$ cat config.mk
export PLATFORM = sky130hd
export DESIGN_NAME = pwmdac_top
export DESIGN_NICKNAME = d
export VERILOG_FILES = /design/src/rtl/pwmdac_pkg.sv /design/src/rtl/pwmdac_ctrl.sv /design/src/rtl/pwmdac_path.sv /design/src/rtl/pwmdac_top.sv
export SDC_FILE = /design/constraint.sdc
export NUM_CORES = 1
export LEC_CHECK = 0
export ABC_AREA = 1
export BUFFER_PORTS_ARGS = -buffer_cell sky130_fd_sc_hd__buf_2
export CAP_MARGIN = 20
export CORE_AREA = 2 2 90 92
export CTS_CLUSTER_DIAMETER = 80
export DETAILED_ROUTE_END_ITERATION = 8
export DIE_AREA = 0 0 92 94
export GPL_ROUTABILITY_DRIVEN = 1
export PLACE_DENSITY = 0.72
export SLEW_MARGIN = 25
export SYNTH_ARGS = -nofsm -noshare
export SYNTH_HDL_FRONTEND = slang
export SYNTH_SLANG_ARGS = --single-unit
$ cat constraint.sdc
create_clock -name clk -period 1.8 [get_ports clk]
set_clock_uncertainty 0.05 [all_clocks]
set_input_delay 0.09 -clock clk [delete_from_list [all_inputs] [get_ports clk]]
set_output_delay 0.09 -clock clk [all_outputs]
set_load 0.1 [all_outputs]
$ cat src/rtl/pwmdac_pkg.sv
package pwmdac_pkg;
  typedef struct packed {
    logic tick;
    logic load;
  } pwmStrobe_t;
endpackage

$ cat src/rtl/pwmdac_ctrl.sv
module pwmdac_ctrl
  import pwmdac_pkg::*;
#(
  parameter int CODE_W    = 8,
  parameter int SHORT_LEN = 253
) (
  input  logic              clk,
  input  logic              rstN,
  input  logic              fastTick,
  input  logic              shortPeriod,
  output pwmStrobe_t        strobe,
  output logic [CODE_W-1:0] cnt
);
  localparam int FULL_LEN = 1 << CODE_W;
  localparam logic [CODE_W-1:0] LAST_FULL  = CODE_W'(FULL_LEN - 1);
  localparam logic [CODE_W-1:0] LAST_SHORT = CODE_W'(SHORT_LEN - 1);

  logic              halfPhase;
  logic              tickEn;
  logic              wrapNow;
  logic [CODE_W-1:0] lastVal;

  // Half-rate enable: toggles every clock, so it is high on every second cycle.
  always_ff @(posedge clk) begin
    if (!rstN) halfPhase <= 1'b0;
    else       halfPhase <= ~halfPhase;
  end

  always_comb begin
    tickEn  = fastTick | halfPhase;
    lastVal = shortPeriod ? LAST_SHORT : LAST_FULL;
    // ">=" also covers a switch to the short period while the counter is beyond it.
    wrapNow = tickEn && (cnt >= lastVal);
    strobe.tick = tickEn;
    strobe.load = wrapNow;
  end

  always_ff @(posedge clk) begin
    if (!rstN)        cnt <= '0;
    else if (wrapNow) cnt <= '0;
    else if (tickEn)  cnt <= cnt + 1'b1;
  end

  p_wrap_zero_r4: assert property (@(posedge clk) disable iff (!rstN)
    strobe.load |=> (cnt == '0));
  p_step_r4: assert property (@(posedge clk) disable iff (!rstN)
    (strobe.tick && !strobe.load) |=> (cnt == $past(cnt) + 1'b1));
  p_hold_r9: assert property (@(posedge clk) disable iff (!rstN)
    !strobe.tick |=> $stable(cnt));
  p_half_rate_r9: assert property (@(posedge clk) disable iff (!rstN)
    (!fastTick && strobe.tick) |=> (fastTick || !strobe.tick));
  p_short_wrap_r5: assert property (@(posedge clk) disable iff (!rstN)
    (strobe.tick && shortPeriod && cnt == LAST_SHORT) |=> (cnt == '0));
endmodule

$ cat src/rtl/pwmdac_path.sv
module pwmdac_path
  import pwmdac_pkg::*;
#(
  parameter int              NUM_CH    = 4,
  parameter int              CODE_W    = 8,
  parameter int              ADDR_W    = 8,
  parameter logic [ADDR_W-1:0] BASE_ADDR = 8'h20
) (
  input  logic              clk,
  input  logic              rstN,
  input  pwmStrobe_t        strobe,
  input  logic [CODE_W-1:0] cnt,
  input  logic [ADDR_W-1:0] busAddr,
  input  logic              busWrEn,
  input  logic [CODE_W-1:0] busWrData,
  output logic [CODE_W-1:0] busRdData,
  output logic [NUM_CH-1:0] pwmOut
);
  localparam int SEL_W = (NUM_CH > 1) ? $clog2(NUM_CH) : 1;

  logic [ADDR_W-1:0] addrOffs;
  logic              addrHit;
  logic [SEL_W-1:0]  chSel;
  logic [CODE_W-1:0] codeReg   [NUM_CH];
  logic [CODE_W-1:0] activeReg [NUM_CH];

  always_comb begin
    addrOffs  = busAddr - BASE_ADDR;
    addrHit   = (busAddr >= BASE_ADDR) && (addrOffs < ADDR_W'(NUM_CH));
    chSel     = addrOffs[SEL_W-1:0];
    busRdData = addrHit ? codeReg[chSel] : '0;
  end

  for (genvar ch = 0; ch < NUM_CH; ch++) begin : g_ch
    logic wrHere;
    assign wrHere = busWrEn && addrHit && (chSel == SEL_W'(ch));

    always_ff @(posedge clk) begin
      if (!rstN)       codeReg[ch] <= '0;
      else if (wrHere) codeReg[ch] <= busWrData;
    end

    // Shadow copy, refreshed only at the counter wrap.
    always_ff @(posedge clk) begin
      if (!rstN)            activeReg[ch] <= '0;
      else if (strobe.load) activeReg[ch] <= codeReg[ch];
    end

    assign pwmOut[ch] = (cnt < activeReg[ch]);

    p_active_hold_r10: assert property (@(posedge clk) disable iff (!rstN)
      !strobe.load |=> $stable(activeReg[ch]));
    p_reg_hold_r3: assert property (@(posedge clk) disable iff (!rstN)
      !(busWrEn && addrHit) |=> $stable(codeReg[ch]));
    p_zero_low_r8: assert property (@(posedge clk) disable iff (!rstN)
      (activeReg[ch] == '0) |-> !pwmOut[ch]);
    p_load_on_tick_r4: assert property (@(posedge clk) disable iff (!rstN)
      strobe.load |-> strobe.tick);
  end

  p_unmapped_read_r3: assert property (@(posedge clk) disable iff (!rstN)
    (busAddr < BASE_ADDR) |-> (busRdData == '0));
endmodule

$ cat src/rtl/pwmdac_top.sv
module pwmdac_top
  import pwmdac_pkg::*;
#(
  parameter int              NUM_CH    = 4,
  parameter int              CODE_W    = 8,
  parameter int              ADDR_W    = 8,
  parameter logic [ADDR_W-1:0] BASE_ADDR = 8'h20,
  parameter int              SHORT_LEN = 253
) (
  input  logic              clk,
  input  logic              rstN,
  input  logic              fastTick,
  input  logic              shortPeriod,
  input  logic [ADDR_W-1:0] busAddr,
  input  logic              busWrEn,
  input  logic [CODE_W-1:0] busWrData,
  output logic [CODE_W-1:0] busRdData,
  output logic [NUM_CH-1:0] pwmOut
);
  pwmStrobe_t        strobe;
  logic [CODE_W-1:0] cnt;

  pwmdac_ctrl #(.CODE_W(CODE_W), .SHORT_LEN(SHORT_LEN)) u_ctrl (
    .clk(clk), .rstN(rstN), .fastTick(fastTick), .shortPeriod(shortPeriod),
    .strobe(strobe), .cnt(cnt)
  );

  pwmdac_path #(.NUM_CH(NUM_CH), .CODE_W(CODE_W), .ADDR_W(ADDR_W), .BASE_ADDR(BASE_ADDR)) u_path (
    .clk(clk), .rstN(rstN), .strobe(strobe), .cnt(cnt),
    .busAddr(busAddr), .busWrEn(busWrEn), .busWrData(busWrData),
    .busRdData(busRdData), .pwmOut(pwmOut)
  );

  p_reset_low_r1: assert property (@(posedge clk) $fell(rstN) |=> (pwmOut == '0));
endmodule

# Word level (Yosys, flattened, before mapping)
# Memories as Yosys holds them, arrays and structs flattened.
# Cells that the tools add are included.
[classes]
add_sub_neg = 2
eq_ne = 3
mux = 26
order_cmp = 7
reduce_logical = 9
bitwise = 11
[op_table]
columns = ["operator", "n"]
rows = [
  ["8-bit two-way mux", 9],
  ["8-bit < comparator", 4],
  ["1-bit two-way mux", 16],
  ["1-bit OR", 9],
  ["8-bit by 1-bit adder with 8-bit output, second input constant", 1],
  ["8-bit by 6-bit greater-or-equal comparator with 1-bit output, second input constant", 1],
  ["8-bit greater-or-equal comparator", 1],
  ["8-bit by 3-bit < comparator with 1-bit output, second input constant", 1],
  ["8-bit by 6-bit subtractor with 8-bit output, second input constant", 1],
  ["1-bit logical AND", 7],
  ["2-bit equality test, second input constant", 2],
  ["2-bit by 1-bit equality test with 1-bit output, second input constant", 1],
  ["2-bit logical NOT", 1],
  ["2-bit two-way mux", 1],
  ["1-bit NOT", 2],
  ["2-bit OR reduction", 1],
]
[totals]
in_bits = 21
ram_bits = 64
wordCells = 62
memories = 2
reg_bits = 9
[memory_table]
columns = ["memory", "words", "word_bits", "read_ports", "rd_ports_with_merged_regs", "write_ports", "line_no", "text"]
rows = [
  ["u_path.activeReg", 4, 8, 4, 0, 4, "pwmdac_path.sv:25", "logic [CODE_W-1:0] activeReg [NUM_CH];"],
  ["u_path.codeReg", 4, 8, 5, 0, 4, "pwmdac_path.sv:24", "logic [CODE_W-1:0] codeReg [NUM_CH];"],
]

# Depth between registers and ports, before layout
# Gate-level depths: netlist of the first run.
[depth]
depth_word = 9
depth_mapped = 8

# By module
# A second synthesis of the first run with hierarchy kept.
[hier_totals]
cells_unflattened = 439
area_unflattened_um2 = 4021.4
[by_module_without_submodules]
columns = ["mod", "area_per_inst_um2", "seq_area_each_um2", "cells_per_inst", "n_inst"]
rows = [
  ["pwmdac_path", 3468.3, 1921.8, 361, 1],
  ["pwmdac_ctrl", 553.0, 180.2, 78, 1],
]

# Worst setup path after synthesis of the first run
# OpenSTA, ideal clock, no wires.
[synth_timing]
kind = "register -> output"
startpoint = "register u_ctrl.cnt[3]"
endpoint = "output pwmOut[0]"
path_stages_with_launch = 5
path_buffers = 0
setup_slack_ns = -0.726
arrival_time_ns = 2.386
cell_sequence = "dfxtp_1 > ha_1 > a21oi_1 > nand2_1 > a21oi_1"
[synth_via]
elab_chain_len = 1
[synth_lines]
columns = ["element", "line_no", "text"]
rows = [
  ["start: declaration", "pwmdac_ctrl.sv:12", "output logic [CODE_W-1:0] cnt"],
  ["start signal: assignment", "pwmdac_ctrl.sv:41", "else if (tickEn) cnt <= cnt + 1'b1;"],
  ["8-bit < comparator", "pwmdac_path.sv:49", "assign pwmOut[ch] = (cnt < activeReg[ch]);"],
  ["end: declaration", "pwmdac_top.sv:18", "output logic [NUM_CH-1:0] pwmOut"],
]
# No other way between the ends.

# Worst setup path after layout of the first run
[layout_timing]
startpoint = "register u_ctrl.cnt[7]"
endpoint = "output pwmOut[3]"
# Same word-level chain as after synthesis.

==> summary.md, run 1 <==
| Metric | Value |
|---|---|
| Status | `complete, but fails checks` |
| Failing checks | `setup timing` |
| M1 GR Usage | `0.250` |
| Synthesized area | `4000 sq um` |
| DPL Wire Length | `6160 microns` |
| Overflow after GRT | `0` |
| Fin crit share | `1.01` |
| Syn nets | `487` |
| Gr busiest metal | `met2` |
| Starting Density | `0.526` |
| First-pass GRT wire length | `14400 microns` |
| Via density | `4.94` |
| Share of cells above drive strength 1 | `0.349` |
| Worst Hold Slack | `0.0628 ns` |
| Overall routed net length | `8820 microns` |
| Final worst setup slack | `-0.00994 ns` |
| Largest net degree at the start of global routing | `25` |
| FP Rows | `32` |
| Number of remaining DRC errors | `0` |
| # IOs | `33` |
| Final count of hold timing violations | `0` |
| Cells after Synth | `434` |
| Worst-case clock buffer depth | `2` |
| Worst setup SP type | `flop` |
| Worst path required time | `1.66 ns` |
| Worst-Skew Late Latency | `0.35 ns` |
| Seq/Total Area, Yosys | `0.525` |
| CTS buffer count | `9` |
| Leakage power | `2.35 nW` |
| Die Area | `8650 sq um` |
| Largest fanout on the critical path | `5` |
| Diode count | `0` |
| Core area | `7610 sq um` |
| Top delay family on crit path | `compound AO/OA/AOI/OAI gates` |
| GPL Wtd Cong | `0.898` |
| Final net count | `552` |
| Worst Setup Path Type | `flop to output pin` |
| Setup repair after global routing missed its margin | `yes` |
| Slew margin rel. | `0.716` |
| Distinct cells, synth | `21` |
| M3 GR Usage | `0.0417` |
| DRT Pass-1 Iters | `4` |
| Setup violations, final | `2` |
| Die width | `92 microns` |
| Max-cap violation count | `0` |
| Number of global-route vias before repair | `3139` |
| Root Driver | `clkbuf_8` |
| CP cell instances | `buf_6 -> ha_4 -> a21oi_2 -> o21ai_2 -> a21oi_4 -> buf_12` |
| Crit-path max cell delay | `0.33 ns` |
| Routed vias | `2994` |
| F_max | `553 MHz` |
| Total track usage | `0.221` |
| Crit path buf inv count | `2` |
| Grt met2 use | `0.396` |
| Max-slew violations | `0` |
| DR iter-0 viols | `170` |
| Peak VDD IR | `0.000475 V` |
| Min-Delay Path Class | `input port to flop` |
| CTS tree | `done` |
| Drt wl/cell | `14.5 microns` |
| Pre-CTS setup slack | `0.175 ns` |
| Die Y | `94 microns` |
| Crit end category | `output pin` |
| Initial antenna violation count | `0` |
| DP Area | `4660 sq um` |
| Final period demand of the worst path | `1.81 ns` |
| Worst-margin pin slew | `0.424 ns` |
| Area grow syn2layout | `33.3%` |
| Mapped Avg Cell Area | `9.23 sq um` |
| Clock-pin slew on the worst setup and hold paths | `0.08 ns` |
| Fin Setup TNS | `-0.0130 ns` |
| Slowest stage cell, crit path | `dfxtp_2` |
| Seq cells post-synth | `73` |
| Clk sinks | `73` |
| Crit path arrival time | `1.67 ns` |
| Antenna Nets Post-Route | `0` |
| H-tree depth | `3` |
| YS warnings | `0` |
| PwrDens | `663 nW/um^2` |
| Number of buffers added on ports | `32` |
| Design Area, Final | `5340 sq um` |
logic make-up after synthesis:
family | count (synthesis) | share of synthesized area
flip-flops | 73 | 0.525
adder cells (fa/ha/maj) | 32 | 0.100
buffers and inverters | 110 | 0.109
AO/OA/AOI/OAI | 44 | 0.0600
XOR/XNOR | 3 | 0.00656
AND/OR/NAND/NOR | 172 | 0.199
cell type report:
cell class | count | area, sq um
fill | 536 | 2270
sequential | 73 | 2120
multi-input combinational | 251 | 1870
timing repair buffer | 58 | 649
inverter | 106 | 398
tap | 102 | 128
clock buffer | 9 | 124
clock inverter | 7 | 46.3
stage by stage:
step	power, mW	cells	utilization
after global placement	2.37	584	0.613
after CTS	3.49	603	0.672
final	3.54	606	0.701
after floorplan	2.22	434	-
after detailed placement	2.38	584	0.613
after global routing	3.70	606	0.701
worst reg2reg max path, delay by kind of cell, from the launching register on:
family | cells | cell delay [ns]
fa+ha+maj | 1 | 0.26
compound gates | 1 | 0.05
buf+inv | 2 | 0.32
simple gates | 3 | 0.40
flops | 1 | 0.40
path summary, 6_finish.rpt:
path	end	slack (ns)	depth (start not counted)	start
worst max-delay path	pwmOut[3]	-0.01	6	u_ctrl.cnt[7]
worst max register to register	u_path.activeReg[0][7]	0.04	7	u_ctrl.cnt[1]
worst min register to register	u_ctrl.halfPhase	0.40	1	u_ctrl.halfPhase
worst min-delay path	u_ctrl.halfPhase	0.06	3	rstN
sequential cells by signal (all words and copies together) (netlist names):
| register | cells |
|---|---|
| u_ctrl.cnt | 8 |
| u_ctrl.halfPhase | 1 |
| u_path.activeReg | 32 |
| u_path.codeReg | 32 |
cell usage after synthesis, drive strengths merged:
cell type  number  share of area
a21oi          17          0.021
buf             4         0.0097
dfxtp           9          0.045
edfxtp         64           0.48
ha             32           0.10
inv           106          0.099
nand2          57          0.054
nand3           7         0.0087
nand4           6          0.013
nor2          100           0.12
nor3            2         0.0066
o21ai          11          0.014
o22ai          16          0.025
xnor2           1         0.0022
xor2            2         0.0044
metal layers:
metal  routed length, microns  vias up
li1                         -     1519
met1                     3650     1374
met2                     4590       81
met3                      353       20
met4                      225        0
met5                        0        -
where the power goes:
part / total [mW] / internal [mW] / leakage (nW) / switching (mW)
sequential: 1.94 / 1.90 / 0.711 / 0.0370
clock: 1.11 / 0.496 / 0.0814 / 0.613
combinational: 0.488 / 0.189 / 1.56 / 0.299
what timing repair did:
item | CTS | global route
gates resized for setup | 49 | 34
endpoints found under the setup margin | 4 | 28
setup buffers | 4 | 0
hold buffers | 0 | 0
gates cloned | 0 | 3
pin swaps | 19 | 16
placed cells by master, fill, tap and decap left out, types with 6 or more instances in the layout:
master	Yosys	final
inv_2	0	6
nor2_2	28	31
edfxtp_1	64	64
buf_12	0	15
ha_1	32	11
nand3_1	7	6
clkbuf_8	0	9
buf_6	3	9
nand2_1	56	44
o21ai_1	0	6
ha_4	0	20
buf_2	1	20
buf_4	0	11
nor2_1	69	66
inv_1	106	100
o22ai_1	16	16
nand2_2	1	12
a21oi_2	0	11
No activity file was read; power rests on OpenSTA's default activity.
==> run 2, diff against run 1 <==
--- a/config.mk
+++ b/config.mk
@@ -14,6 +14,7 @@
 export DIE_AREA = 0 0 92 94
 export GPL_ROUTABILITY_DRIVEN = 1
 export PLACE_DENSITY = 0.72
+export SKIP_LAST_GASP = 1
 export SLEW_MARGIN = 25
 export SYNTH_ARGS = -nofsm -noshare
 export SYNTH_HDL_FRONTEND = slang
==> run 2 against run 1 <==
The flow still finishes with violations (setup timing). Register-to-register slack worse by 0.02 ns. Design area is 0.23% lower. Non-clock buffer count is 1 higher. Sequential cell count stayed put. Critical path depth stayed put. Cell count is 0.17% higher. Global-route usage stayed put. Clock power hardly changed. Hold slack better by 0.0041 ns. Combinational power hardly changed. Core utilization is 0.16 points lower. Critical endpoint unchanged. Largest cell class unchanged. Largest power group unchanged. Highest routed layer unchanged.
==> summary.md, run 2 (synthesized netlist as in run 1, its figures left out) <==
| Metric | Value |
|---|---|
| GPL Wtd Cong | `0.898` |
| Max-cap violation count | `0` |
| Sw Share | `0.268` |
| H-tree depth | `3` |
| Via density | `4.88` |
| Worst setup SP type | `flop` |
| DR iter-0 viols | `179` |
| Peak VDD IR | `0.000474 V` |
| Biggest regs | `u_path.activeReg (32), u_path.codeReg (32), u_ctrl.cnt (8)` |
| Crit-path max cell delay | `0.33 ns` |
| Antenna Nets Post-Route | `0` |
| Overflow after GRT | `0` |
| Final net count | `553` |
| Setup violations, final | `2` |
| # IOs | `33` |
| PwrDens | `664 nW/um^2` |
| Worst-Skew Late Latency | `0.35 ns` |
| Slowest stage cell, crit path | `dfxtp_2` |
| First-pass GRT wire length | `14400 microns` |
| Root Driver | `clkbuf_8` |
| Register area | `2120 sq um` |
| Top delay family on crit path | `compound AO/OA/AOI/OAI gates` |
| Crit end category | `output pin` |
| Final worst setup slack | `-0.00873 ns` |
| Failing checks | `setup timing` |
| Net switching power | `0.947 mW` |
| Min-Delay Path Class | `input port to flop` |
| Drt wl/cell | `14.4 microns` |
| P_int | `2.59 mW` |
| Status | `complete, but fails checks` |
| Diode count | `0` |
| Leakage power | `2.36 nW` |
| DPL Wire Length | `6160 microns` |
| Clock-pin slew on the worst setup and hold paths | `0.08 ns` |
| Comb pwr share | `0.138` |
| Clk sinks | `73` |
| Number of remaining DRC errors | `0` |
| F_max | `553 MHz` |
| Worst-margin pin slew | `0.426 ns` |
| Largest net degree at the start of global routing | `25` |
| Total track usage | `0.221` |
| Routed vias | `2964` |
| Fin crit share | `1.00` |
| FP Rows | `32` |
| WP depth | `6` |
| Most frequent cells in the layout | `inv_1 (101), nor2_1 (66), edfxtp_1 (64), nand2_1 (44), nor2_2 (31)` |
| Final period demand of the worst path | `1.81 ns` |
| Starting Density | `0.526` |
| Most common cell after layout, fill and taps aside | `inv_1` |
| Setup repair after global routing missed its margin | `yes` |
| Fin cells | `607` |
| Worst path required time | `1.66 ns` |
| DP Area | `4660 sq um` |
| Initial antenna violation count | `0` |
| Final count of hold timing violations | `0` |
| R2R cell count | `7` |
| Overall routed net length | `8710 microns` |
| Number of buffers added on ports | `32` |
| CP cell instances | `buf_6 -> ha_4 -> a21oi_2 -> o21ai_2 -> a21oi_4 -> buf_12` |
| Die Area | `8650 sq um` |
| Area grow syn2layout | `32.9%` |
| Design Area, Final | `5320 sq um` |
| CTS tree | `done` |
| Worst hold path depth | `3` |
| Largest fanout on the critical path | `5` |
| Worst Setup Path Type | `flop to output pin` |
| Crit path buf inv count | `2` |
| Slew margin rel. | `0.715` |
| Clk pwr share | `0.314` |
| Max-slew violations | `0` |
| Utilization after layout | `0.700` |
| DRT Pass-1 Iters | `4` |
| Die Y | `94 microns` |
| Crit path arrival time | `1.67 ns` |
| Seq pwr share | `0.548` |
| Fillers | `541` |
| Share of cells above drive strength 1 | `0.347` |
| Worst-case clock buffer depth | `2` |
| Cells after DPL | `584` |
| Fin Setup TNS | `-0.0128 ns` |
| Number of global-route vias before repair | `3139` |
| Die width | `92 microns` |
| CTS buffer count | `9` |
| Multi-input gate area | `1860 sq um` |
| Core area | `7610 sq um` |
-- run 2: cell count changes in the layout (fill, tap and decap cells not counted) --
| cell | change |
|---|---|
| inv_1 | +1 |
| buf_6 | -2 |
| ha_1 | +1 |
| buf_4 | +3 |
| inv_2 | -1 |
| ha_4 | -1 |
-- run 2: area by class of cell --
class	count	share of cell area
clock buffers	9	0.0233
well taps	102	0.0240
repair buffers	59	0.122
inverters	106	0.0748
multi-input cells	251	0.350
clock inverters	7	0.00870
flip-flops and latches	73	0.398
-- run 2: worst reg2reg max path, cell delays in order, from the launching register on --
cell and delay [ns]:
dfxtp_4 0.40, buf_6 0.13, ha_1 0.26, o21ai_1 0.05, nand2_1 0.14, nand3_2 0.10
nand2_4 0.17, buf_4 0.19
-- run 2: routing by layer --
metal | up-vias | wire length (microns) | track usage
met3 | 23 | 315 | 0.0417
li1 | 1516 | - | -
met2 | 66 | 4540 | 0.396
met4 | 0 | 247 | 0.114
met1 | 1359 | 3610 | 0.250
met5 | - | 0 | 0
-- run 2: power by group through the flow --
stage          clock network (mW)  logic [mW]  registers (mW)
2_1_floorplan                   0       0.260            1.96
3_3_place_gp                    0       0.403            1.96
3_5_place_dp                    0       0.413            1.97
4_1_cts                      1.12       0.439            1.93
5_1_grt                      1.22       0.537            1.94
6_report                     1.11       0.487            1.94
-- run 2: final timing paths --
path                    start                     end  slack [ns]
max             u_ctrl.cnt[7]               pwmOut[3]      -0.009
min              busWrData[0]    u_path.codeReg[2][0]        0.07
max reg2reg     u_ctrl.cnt[1]  u_path.activeReg[3][3]        0.02
min reg2reg  u_ctrl.halfPhase        u_ctrl.halfPhase        0.41
-- run 2: stage by stage --
stage | hold WS, ns | setup WS [ns] | power (mW)
final | 0.0668 | -0.00873 | 3.53
after global routing | 0.0686 | -0.0587 | 3.70
after CTS | 0.0500 | -0.0214 | 3.49
after detailed placement | 0.393 | 0.175 | 2.38
after global placement | 0.382 | 0.210 | 2.37
after floorplan | 0.283 | -0.442 | 2.22
-- run 2: what timing repair did --
item	4_1_cts	5_1_grt
hold buffers	0	0
gates cloned	0	3
setup endpoints to repair	4	28
setup buffers	4	1
pin swaps	18	18
resized for setup	48	31
